$ cat config.mk
export PLATFORM = sky130hd
export DESIGN_NAME = ser_fifo_flags
export DESIGN_NICKNAME = d
export VERILOG_FILES = /design/src/rtl/sff_pkg.sv /design/src/rtl/sff_queue.sv /design/src/rtl/sff_irq.sv /design/src/rtl/ser_fifo_flags.sv
export SDC_FILE = /design/constraint.sdc
export NUM_CORES = 1
export LEC_CHECK = 0
export BUFFER_PORTS_ARGS = -buffer_cell sky130_fd_sc_hd__clkbuf_2
export CAP_MARGIN = 20
export CORE_MARGIN = 2
export CORE_UTILIZATION = 45
export DETAILED_ROUTE_END_ITERATION = 10
export PLACE_DENSITY = 0.72
export RECOVER_POWER = 50
export SKIP_LAST_GASP = 1
export SYNTH_ARGS = -nofsm -noshare
export SYNTH_HDL_FRONTEND = slang
export SYNTH_HIERARCHICAL = 1
export SYNTH_SLANG_ARGS = --single-unit
$ cat constraint.sdc
create_clock -name clk -period 10.02 [get_ports clk]
set_clock_uncertainty 0.15 [all_clocks]
set_input_delay 0.501 -clock clk [delete_from_list [all_inputs] [get_ports clk]]
set_output_delay 0.501 -clock clk [all_outputs]
set_load 0.03 [all_outputs]
$ cat src/rtl/sff_pkg.sv
package sff_pkg;
  localparam int IRQ_N       = 6;
  localparam int IRQ_TX_LVL  = 0;
  localparam int IRQ_TX_NF   = 1;
  localparam int IRQ_RX_LVL  = 2;
  localparam int IRQ_RX_NE   = 3;
  localparam int IRQ_RX_FULL = 4;
  localparam int IRQ_RX_OVF  = 5;
  typedef logic [IRQ_N-1:0] irq_vec_t;
endpackage

$ cat src/rtl/sff_queue.sv
module sff_queue #(
  parameter int DEPTH = 16,
  parameter int W     = 16,
  localparam int AW   = (DEPTH > 1) ? $clog2(DEPTH) : 1,
  localparam int CW   = $clog2(DEPTH + 1)
) (
  input  logic          clk,
  input  logic          rst,
  input  logic          flush,
  input  logic          narrow,
  input  logic [CW-1:0] cap,
  input  logic          push,
  input  logic [W-1:0]  push_data,
  input  logic          pop,
  output logic [W-1:0]  pop_data,
  output logic [CW-1:0] count,
  output logic          dropped
);
  localparam int NB = W / 2;

  logic [W-1:0]  mem [DEPTH];
  logic [AW-1:0] wr_ptr, rd_ptr;
  logic          do_push, do_pop;
  logic [W-1:0]  wdata;

  function automatic logic [AW-1:0] bump(input logic [AW-1:0] p);
    return (p == AW'(DEPTH - 1)) ? '0 : p + AW'(1);
  endfunction

  assign do_push = push && !flush && (count < cap);
  assign do_pop  = pop  && !flush && (count != '0);
  assign dropped = push && !flush && (count >= cap);
  assign wdata   = narrow ? {{(W-NB){1'b0}}, push_data[NB-1:0]} : push_data;

  // storage: plain write port, no reset, so a block RAM can be inferred
  always_ff @(posedge clk) begin
    if (do_push) mem[wr_ptr] <= wdata;
  end

  always_ff @(posedge clk) begin
    if (rst) begin
      wr_ptr   <= '0;
      rd_ptr   <= '0;
      count    <= '0;
      pop_data <= '0;
    end else if (flush) begin
      wr_ptr <= '0;
      rd_ptr <= '0;
      count  <= '0;
    end else begin
      if (do_push) wr_ptr <= bump(wr_ptr);
      if (do_pop) begin
        rd_ptr   <= bump(rd_ptr);
        pop_data <= mem[rd_ptr];
      end
      count <= count + CW'(do_push) - CW'(do_pop);
    end
  end
endmodule

$ cat src/rtl/sff_irq.sv
module sff_irq
  import sff_pkg::*;
(
  input  logic     clk,
  input  logic     rst,
  input  irq_vec_t level,
  input  irq_vec_t pulse,
  input  logic     clr_wr,
  input  irq_vec_t clr_bits,
  input  logic     set_wr,
  input  irq_vec_t set_bits,
  input  irq_vec_t mask,
  output irq_vec_t req,
  output logic     irq_out
);
  irq_vec_t level_q, clr_eff, set_eff, req_nxt;

  assign clr_eff = clr_wr ? clr_bits : '0;
  assign set_eff = set_wr ? set_bits : '0;
  // new causes win over a clear in the same cycle
  assign req_nxt = (req & ~clr_eff) | (level & ~level_q) | pulse | set_eff;

  always_ff @(posedge clk) begin
    if (rst) begin
      level_q <= '0;
      req     <= '0;
    end else begin
      level_q <= level;
      req     <= req_nxt;
    end
  end

  assign irq_out = |(req & mask);
endmodule

$ cat src/rtl/ser_fifo_flags.sv
module ser_fifo_flags
  import sff_pkg::*;
#(
  parameter int DEPTH = 16,
  parameter int W     = 16,
  localparam int CW   = $clog2(DEPTH + 1)
) (
  input  logic          clk,
  input  logic          rst,
  input  logic          cfg_byte_mode,
  input  logic [CW-1:0] cfg_tx_level,
  input  logic [CW-1:0] cfg_rx_level,
  input  logic          sw_flush,
  input  logic          sw_tx_wr,
  input  logic [W-1:0]  sw_tx_data,
  input  logic          sw_rx_rd,
  output logic [W-1:0]  sw_rx_data,
  input  logic          eng_tx_rd,
  output logic [W-1:0]  eng_tx_data,
  output logic          eng_tx_ready,
  input  logic          eng_rx_wr,
  input  logic [W-1:0]  eng_rx_data,
  output logic [CW-1:0] tx_count,
  output logic [CW-1:0] rx_count,
  output logic          tx_not_full,
  output logic          tx_below_level,
  output logic          rx_full,
  output logic          rx_not_empty,
  output logic          rx_above_level,
  input  logic          irq_clr_wr,
  input  logic [IRQ_N-1:0] irq_clr_bits,
  input  logic          irq_set_wr,
  input  logic [IRQ_N-1:0] irq_set_bits,
  input  logic [IRQ_N-1:0] irq_mask,
  output logic [IRQ_N-1:0] irq_req,
  output logic          irq_out
);
  localparam logic [CW-1:0] CAP_BYTE = CW'(DEPTH);
  localparam logic [CW-1:0] CAP_WORD = CW'(DEPTH / 2);

  logic          mode_q, flush;
  logic [CW-1:0] cap;
  logic          tx_drop, rx_drop;
  irq_vec_t      lvl, pls;

  always_ff @(posedge clk) begin
    if (rst) mode_q <= 1'b0;
    else     mode_q <= cfg_byte_mode;
  end

  assign flush = sw_flush || (cfg_byte_mode != mode_q);
  assign cap   = cfg_byte_mode ? CAP_BYTE : CAP_WORD;

  sff_queue #(.DEPTH(DEPTH), .W(W)) u_txq (
    .clk(clk), .rst(rst), .flush(flush), .narrow(cfg_byte_mode), .cap(cap),
    .push(sw_tx_wr), .push_data(sw_tx_data),
    .pop(eng_tx_rd), .pop_data(eng_tx_data),
    .count(tx_count), .dropped(tx_drop)
  );

  sff_queue #(.DEPTH(DEPTH), .W(W)) u_rxq (
    .clk(clk), .rst(rst), .flush(flush), .narrow(cfg_byte_mode), .cap(cap),
    .push(eng_rx_wr), .push_data(eng_rx_data),
    .pop(sw_rx_rd), .pop_data(sw_rx_data),
    .count(rx_count), .dropped(rx_drop)
  );

  assign eng_tx_ready   = (tx_count != '0);
  assign tx_not_full    = (tx_count != cap);
  assign tx_below_level = (tx_count < cfg_tx_level);
  assign rx_full        = (rx_count == cap);
  assign rx_not_empty   = (rx_count != '0);
  assign rx_above_level = (rx_count > cfg_rx_level);

  always_comb begin
    lvl = '0;
    lvl[IRQ_TX_LVL]  = tx_below_level;
    lvl[IRQ_TX_NF]   = tx_not_full;
    lvl[IRQ_RX_LVL]  = rx_above_level;
    lvl[IRQ_RX_NE]   = rx_not_empty;
    lvl[IRQ_RX_FULL] = rx_full;
    pls = '0;
    pls[IRQ_RX_OVF]  = rx_drop;
  end

  sff_irq u_irq (
    .clk(clk), .rst(rst), .level(lvl), .pulse(pls),
    .clr_wr(irq_clr_wr), .clr_bits(irq_clr_bits),
    .set_wr(irq_set_wr), .set_bits(irq_set_bits),
    .mask(irq_mask), .req(irq_req), .irq_out(irq_out)
  );

  logic unused_tx_drop;
  assign unused_tx_drop = tx_drop;
endmodule

==> impl_metrics.ini, run 1 <==
[synth]
syn_avg_cell_area_um2 = 19.2
synth_area_um2 = 23600
synth_warnings = 6
netlist_instances = 1228

[detailed_routing]
vias = 11946
post-route-drc-count = 0
postRouteWirelength_um = 49300
ant_nets = 0
avgRoutedWirePerCell_um = 23.3
drtIter0Drc = 1089
firstDrtPassIters = 5
via_per_inst = 5.65

[pwr]
p_per_area_nw_per_um2 = 185
cellLeakagePower_uw = 0.00851
irDropWorstVdd_v = 0.000192

[hold_path]
min_path_type = in2reg

[sta]
fmax_mhz = 204
period_share = 0.489
rsz0062_at_grt = false
drv_slew = 22
hold_violations = 0
finalSetupViolations = 0
worst_pin_slew_ps = 1640
fin_crit_ps = 4900
slew_headroom = -0.0961
setup_tns_ps = 0
setup_ws_ps = 5120

[floorplanning]
fp.dieW_um = 233
ios = 125
die_y_um = 233
num_rows = 83
core_area_um2 = 51500
initial_core_util = 0.458
dieArea_um2 = 54200

[clocking]
cts.sinks = 583
clk_latency_ps = 620
clk_pin_slew_ps = 70
clk_path_buf_depth = 3
cts_buffers = 56
cts_tree = built
cts_max_level = 2
cts-resized-gates = 0
root_buffer = clkbuf_16

[grt]
antenna_found_initial = 2
use_met3 = 0.0357
top_usage_layer = met2
grt_pass1_wl_um = 73900
met1_usage = 0.268
grt_use_met2 = 0.285
grt_overflow = 0
grt_pass1_vias = 11949
track_usage = 0.184
grt_max_degree = 56

[setup_path]
max_stage_delay_ps = 1150
cp_top_family = buffers and inverters
cpMaxStageDelayCell = clkbuf_1
cp-end-kind = flip-flop
startpoint_type = input pin
crit_arrival_ps = 5300
critPathRequiredTime_ps = 10420
worstPathMaxFanout = 21
worstPathCellList = clkbuf_1 -> inv_1 -> inv_1 -> ha_1 -> a21o_1 -> a21o_1 -> nor3_2 -> inv_2 -> ha_1 -> inv_1 -> ha_1 -> fa_1 -> a21oi_1 -> nor2_1 -> or3_1 -> a21oi_1
path_buf_inv = 5
path_class = in2reg

[cells_and_area]
final_layout_size_suffix_gt1_frac = 0.227
area_growth_pct = 13.4
final.fill_count = 4102
fin_nets = 1498
ff_latch_area_um2 = 16800
multi_input_area_um2 = 6310

[placed_design]
post-place-ws_ps = 5350
place.gp.congestion = 0.763
dp_hpwl_um = 29600
numPortBuffers = 124

[run_status]
outcome = finished, violations left
violations = capacitance limit, slew limit

[job]
maxCapViolCount = 1
report_power, final:
part	switching (uW)	internal [uW]
Sequential	3.96	2650
Clock	906	1270
Combinational	77.6	32.8
Total	988	3950
registers in the layout, summed over array words and instances (netlist names), 5 cells and up:
name,flops
u_irq/level_q,6
u_irq/req,6
u_rxq/count,5
u_rxq/mem,256
u_rxq/pop_data,16
u_txq/count,5
u_txq/mem,256
u_txq/pop_data,16
final timing paths:
path                                        start           endpoint  slack (ps)  cells past startpoint
worst min register to register  u_txq/pop_data[3]  u_txq/pop_data[3]         380                      2
worst max-delay path                cfg_byte_mode     u_txq/count[4]        5120                     16
worst max register to register     u_txq/count[3]     u_txq/count[4]        6070                     13
worst min-delay path              irq_set_bits[2]       u_irq/req[2]          20                      3
placed cells by master, fill, tap and decap left out, types with 12 or more instances in the layout:
cell type  instances
a21oi_1           25
and3_1            34
clkbuf_1          88
clkbuf_16         56
clkbuf_2          62
clkinv_2          12
conb_1            13
dfxtp_1           65
edfxtp_1         512
ha_1              41
inv_1             44
mux2i_1           64
mux4_2           128
nand2_1           15
nand3b_1          34
nor2_1            18
nor2b_1           30
o221ai_1          12
o221ai_2          20
per-layer routing:
layer	vias up	share of wire
met2	384	0.47
met3	63	0.072
met5	-	0.00026
met1	6203	0.44
met4	2	0.017
li1	5294	-
per-stage QoR:
stage	hold slack [ps]	instances	total power, uW	area [um^2]	utilization
2_1_floorplan	352	1240	2760	23600	-
3_3_place_gp	355	1994	2810	24900	0.483
3_5_place_dp	361	1994	2810	24900	0.483
4_1_cts	1.20	2101	4970	26800	0.520
5_1_grt	19.9	2113	5080	26700	0.519
6_report	19.8	2114	4940	26700	0.519
what timing repair did:
action,4_1_cts,5_1_grt
hold buffers,1,0
hold endpoints to repair,1,0
setup buffers,0,0
worst min-delay path: cells and delay by family:
family	cells	cell delay, ps
compound gates	1	90
buf+inv	1	80
simple gates	1	50
area by class of cell:
cell class              count  area share
flip-flops and latches    583       0.629
multi-input cells         552       0.236
clock buffers              76      0.0575
well taps                 680      0.0318
repair buffers            144      0.0243
clock inverters            30      0.0149
inverters                  48     0.00674
diodes                      1   0.0000936
(Power assumes the default switching activity.)
==> run 2, diff against run 1 <==
PLACE_DENSITY = 0.74   (was 0.72)
clock period = 4.1 ns   (was 10.02 ns; I/O delays follow)
==> impl_metrics.ini, run 2 (same netlist as run 1, synthesis figures left out) <==
[run_status]
outcome = finished, violations left
violations = capacitance limit, slew limit

[cells_and_area]
fin_cells = 2184
reg_top3 = u_rxq/mem x256, u_txq/mem x256
fin_nets = 1569
layout_common_cells = 512 x edfxtp_1, 128 x mux4_2, 82 x clkbuf_1
final.fill_count = 4041
final_area_um2 = 27500
final_layout_size_suffix_gt1_frac = 0.245
area_growth_pct = 16.5
final_common_cell = edfxtp_1

[clocking]
clk_path_buf_depth = 3
root_buffer = clkbuf_16
cts.sinks = 583
cts_tree = built
cts_max_level = 2
clk_latency_ps = 610
clk_pin_slew_ps = 60
cts_setup_buffers = 0
cts_buffers = 56

[detailed_routing]
post-route-drc-count = 0
via_per_inst = 5.69
avgRoutedWirePerCell_um = 23.8
postRouteWirelength_um = 51900
drtIter0Drc = 1399
ant_nets = 0
firstDrtPassIters = 5
vias = 12431

[grt]
antenna_found_initial = 1
grt_pass1_vias = 12896
grt_overflow = 0
grt_pass1_wl_um = 78100
track_usage = 0.194
grt_max_degree = 68

[sta]
period_share = 0.886
finalSetupViolations = 0
rsz0062_at_grt = false
slew_headroom = -0.492
timing.hold.ws_ps = 31.2
drv_slew = 38
setup_tns_ps = 0
hold_violations = 0
fmax_mhz = 275
fin_crit_ps = 3630
worst_pin_slew_ps = 2240

[floorplanning]
core_area_um2 = 51500
initial_core_util = 0.458
ios = 125
die_y_um = 233
num_rows = 83
fp.dieW_um = 233
dieArea_um2 = 54200

[setup_path]
rr_endpoint = u_rxq/count[4]
cpMaxStageDelayCell = dlygate4sd3_1
cp_common_cell = ha_1
path_class = in2reg
cp-end-kind = flip-flop
worstPathCellList = dlygate4sd3_1 -> clkbuf_1 -> inv_2 -> inv_1 -> ha_1 -> a21o_1 -> a21o_1 -> nor3_2 -> inv_2 -> ha_1 -> inv_1 -> ha_1 -> fa_1 -> a21oi_1 -> nor2_1 -> or3_1 -> a21oi_1
r2r-start = u_rxq/count[3]
setup.worst_path.end = u_txq/count[4]
critPathRequiredTime_ps = 4480
max_stage_delay_ps = 520
worstPathMaxFanout = 7
crit_arrival_ps = 4010
reg2reg_depth = 14
rrSetupSlack_ps = 610
startpoint_type = input pin
critPathLaunch = cfg_byte_mode

[job]
maxCapViolCount = 1

[placed_design]
numPortBuffers = 124
placed_cell_area_um2 = 25200
place.gp.congestion = 0.785
dp_hpwl_um = 29900
dpl.cell_count = 2036

[hold_path]
min_path_type = in2reg
hp-start = cfg_tx_level[0]

[pwr]
irDropWorstVdd_v = 0.000324
p_per_area_nw_per_um2 = 441
cellLeakagePower_uw = 0.00889
## run 2: report_power, final
part | total (uW) | internal (uW) | switching [uW]
clock | 5350 | 3170 | 2180
combinational | 291 | 107 | 184
sequential | 6480 | 6470 | 10.5
## run 2: critical path, delay by kind of cell
family	cells	cell delay (ps)
fa+ha+maj	4	1150
compound gates	4	730
simple gates	3	680
buf+inv	6	1240
## run 2: worst min path at each step
stage                             to  slack, ps  cells after the start
finish              u_irq/level_q[0]         30                      5
global route        u_irq/level_q[0]         50                      5
CTS                 u_irq/level_q[0]          7                      5
detailed placement   u_txq/rd_ptr[1]        320                      2
global placement     u_txq/rd_ptr[1]        310                      2
floorplan                     mode_q        120                      1
## run 2: area by class of cell
class | count | area [um^2] | area share
antenna | 1 | 2.50 | 0.0000911
clock buffer | 79 | 1640 | 0.0597
clock inverter | 26 | 303 | 0.0110
inverter | 48 | 180 | 0.00656
multi-input combinational | 552 | 6350 | 0.231
sequential | 583 | 16800 | 0.612
tap | 680 | 851 | 0.0310
timing repair buffer | 215 | 1330 | 0.0486
## run 2: stage by stage
stage / power [uW] / worst slack, ps / util
2_1_floorplan: 6740 / 463 / -
3_3_place_gp: 6850 / 688 / 0.489
3_5_place_dp: 6870 / 574 / 0.489
4_1_cts: 12200 / 580 / 0.534
5_1_grt: 12500 / 315 / 0.533
6_report: 12100 / 469 / 0.533
## run 2: layer usage
metal / global-route usage / vias up / routed length, um
met5: 0 / - / 0
met4: 0.0559 / 0 / 1160
met3: 0.0287 / 86 / 3220
met2: 0.328 / 471 / 26000
met1: 0.264 / 6432 / 21600
li1: - / 5442 / -
## run 2: what timing repair did
action / CTS / global route
hold buffers: 39 / 0
setup endpoints to repair: 0 / 0
hold endpoints to repair: 272 / 0
resized for setup: 0 / 0
==> run 3, diff against run 2 <==
MAX_ROUTING_LAYER = met4   (was not set)
==> impl_metrics.ini, run 3 (same netlist as run 1, synthesis figures left out) <==
[run_status]
outcome = finished, violations left
violations = capacitance limit, slew limit

[detailed_routing]
post-route-drc-count = 0
vias = 12453
avgRoutedWirePerCell_um = 23.8
firstDrtPassIters = 5
ant_nets = 0
drtIter0Drc = 1352
postRouteWirelength_um = 52000
via_per_inst = 5.70

[sta]
slew_headroom = -0.484
fin_crit_ps = 3620
rsz0062_at_grt = false
fmax_mhz = 276
worst_pin_slew_ps = 2230
drv_slew = 38
setup_tns_ps = 0
period_share = 0.884
hold_violations = 0
finalSetupViolations = 0

[grt]
grt_pass1_vias = 12911
antenna_found_initial = 1
grt_pass1_wl_um = 78100
track_usage = 0.200
grt_max_degree = 68
grt_overflow = 0

[hold_path]
hp-start = cfg_tx_level[0]
min_path_type = in2reg
hold_path_end = u_irq/level_q[0]
hold_depth = 5

[pwr]
p_seq_frac = 0.534
comb_power_share = 0.024
swShare = 0.197
cellLeakagePower_uw = 0.00889
clkPwrFrac = 0.442
irDropWorstVdd_v = 0.000326
intPower_uw = 9740
p_per_area_nw_per_um2 = 442
p_sw_uw = 2380

[setup_path]
rrSetupSlack_ps = 580
critPathRequiredTime_ps = 4470
worstPathMaxFanout = 7
cpMaxStageDelayCell = dlygate4sd3_1
crit_arrival_ps = 4000
reg2reg_depth = 14
startpoint_type = input pin
rr_endpoint = u_rxq/count[4]
path_class = in2reg
worstPathCellList = dlygate4sd3_1 -> clkbuf_1 -> inv_2 -> inv_1 -> ha_1 -> a21o_1 -> a21o_1 -> nor3_2 -> inv_2 -> ha_1 -> inv_1 -> ha_1 -> fa_1 -> a21oi_1 -> nor2_1 -> or3_1 -> a21oi_1
cp_common_cell = ha_1
cp-end-kind = flip-flop
max_stage_delay_ps = 520
r2r-start = u_rxq/count[3]

[clocking]
clk_latency_ps = 610
cts.sinks = 583
cts_setup_buffers = 0
cts_buffers = 56
cts_tree = built
root_buffer = clkbuf_16
clk_pin_slew_ps = 60
cts_max_level = 2
clk_path_buf_depth = 3

[cells_and_area]
final_layout_size_suffix_gt1_frac = 0.245
reg_top3 = u_rxq/mem x256, u_txq/mem x256
final_area_um2 = 27500
fin_cells = 2184
layout_common_cells = 512 x edfxtp_1, 128 x mux4_2, 82 x clkbuf_1
area_growth_pct = 16.5
fin_nets = 1569
final_common_cell = edfxtp_1

[floorplanning]
ios = 125
num_rows = 83
dieArea_um2 = 54200
die_y_um = 233
core_area_um2 = 51500
fp.dieW_um = 233
initial_core_util = 0.458

[placed_design]
numPortBuffers = 124
dpl.cell_count = 2036
placed_cell_area_um2 = 25200
place.gp.congestion = 0.796
dp_hpwl_um = 29900

[job]
maxCapViolCount = 1
-- run 3: metrics by stage --
stage          utilization  setup WS, ps  power [uW]  hold slack [ps]
3_3_place_gp         0.489           688        6850              309
2_1_floorplan            -           463        6740              122
6_report             0.533           476       12100             33.0
4_1_cts              0.534           580       12200             7.48
3_5_place_dp         0.489           574        6870              318
5_1_grt              0.533           314       12500             45.3
-- run 3: timing repair --
item / in CTS / in global routing
hold buffers: 39 / 0
setup endpoints to repair: 0 / 0
gates resized for setup: 0 / 0
hold endpoints to repair: 272 / 0
-- run 3: how the worst max path moves through the flow --
stage,startpoint,endpoint,cells past startpoint
finish,cfg_byte_mode,u_rxq/count[4],17
global route,cfg_byte_mode,u_txq/count[4],17
detailed placement,cfg_byte_mode,u_txq/count[4],16
global placement,cfg_byte_mode,u_txq/count[4],16
CTS,u_rxq/count[3],u_rxq/count[4],14
floorplan,u_txq/count[3],u_txq/count[4],14
-- run 3: layer usage --
metal / share of wire / global-route usage / routed length [um] / vias to the layer above
li1: - / - / - / 5436
met1: 0.41 / 0.264 / 21500 / 6480
met2: 0.50 / 0.328 / 26100 / 459
met3: 0.064 / 0.0279 / 3320 / 78
met4: 0.021 / 0.0565 / 1090 / 0
met5: 0 / - / 0 / -
-- run 3: area by class of cell --
cell class / instances / area, um^2
clock buffers: 79 / 1640
clock inverters: 26 / 303
multi-input cells: 552 / 6350
diodes: 1 / 2.50
fillers: 4041 / 24000
well taps: 680 / 851
inverters: 48 / 180
flip-flops and latches: 583 / 16800
repair buffers: 215 / 1330
-- run 3: power groups by stage --
stage / clock network, uW / logic [uW] / registers (uW)
floorplan: 0 / 122 / 6620
global placement: 0 / 250 / 6600
detailed placement: 0 / 262 / 6610
CTS: 5440 / 294 / 6480
global route: 5660 / 320 / 6480
finish: 5360 / 291 / 6480
-- run 3: critical path: cells and delay by family --
family / cells / cell delay (ps)
buffers and inverters: 6 / 1230
adders and majority gates: 4 / 1140
AOI/OAI and AO/OA: 4 / 740
and+or+nand+nor: 3 / 680
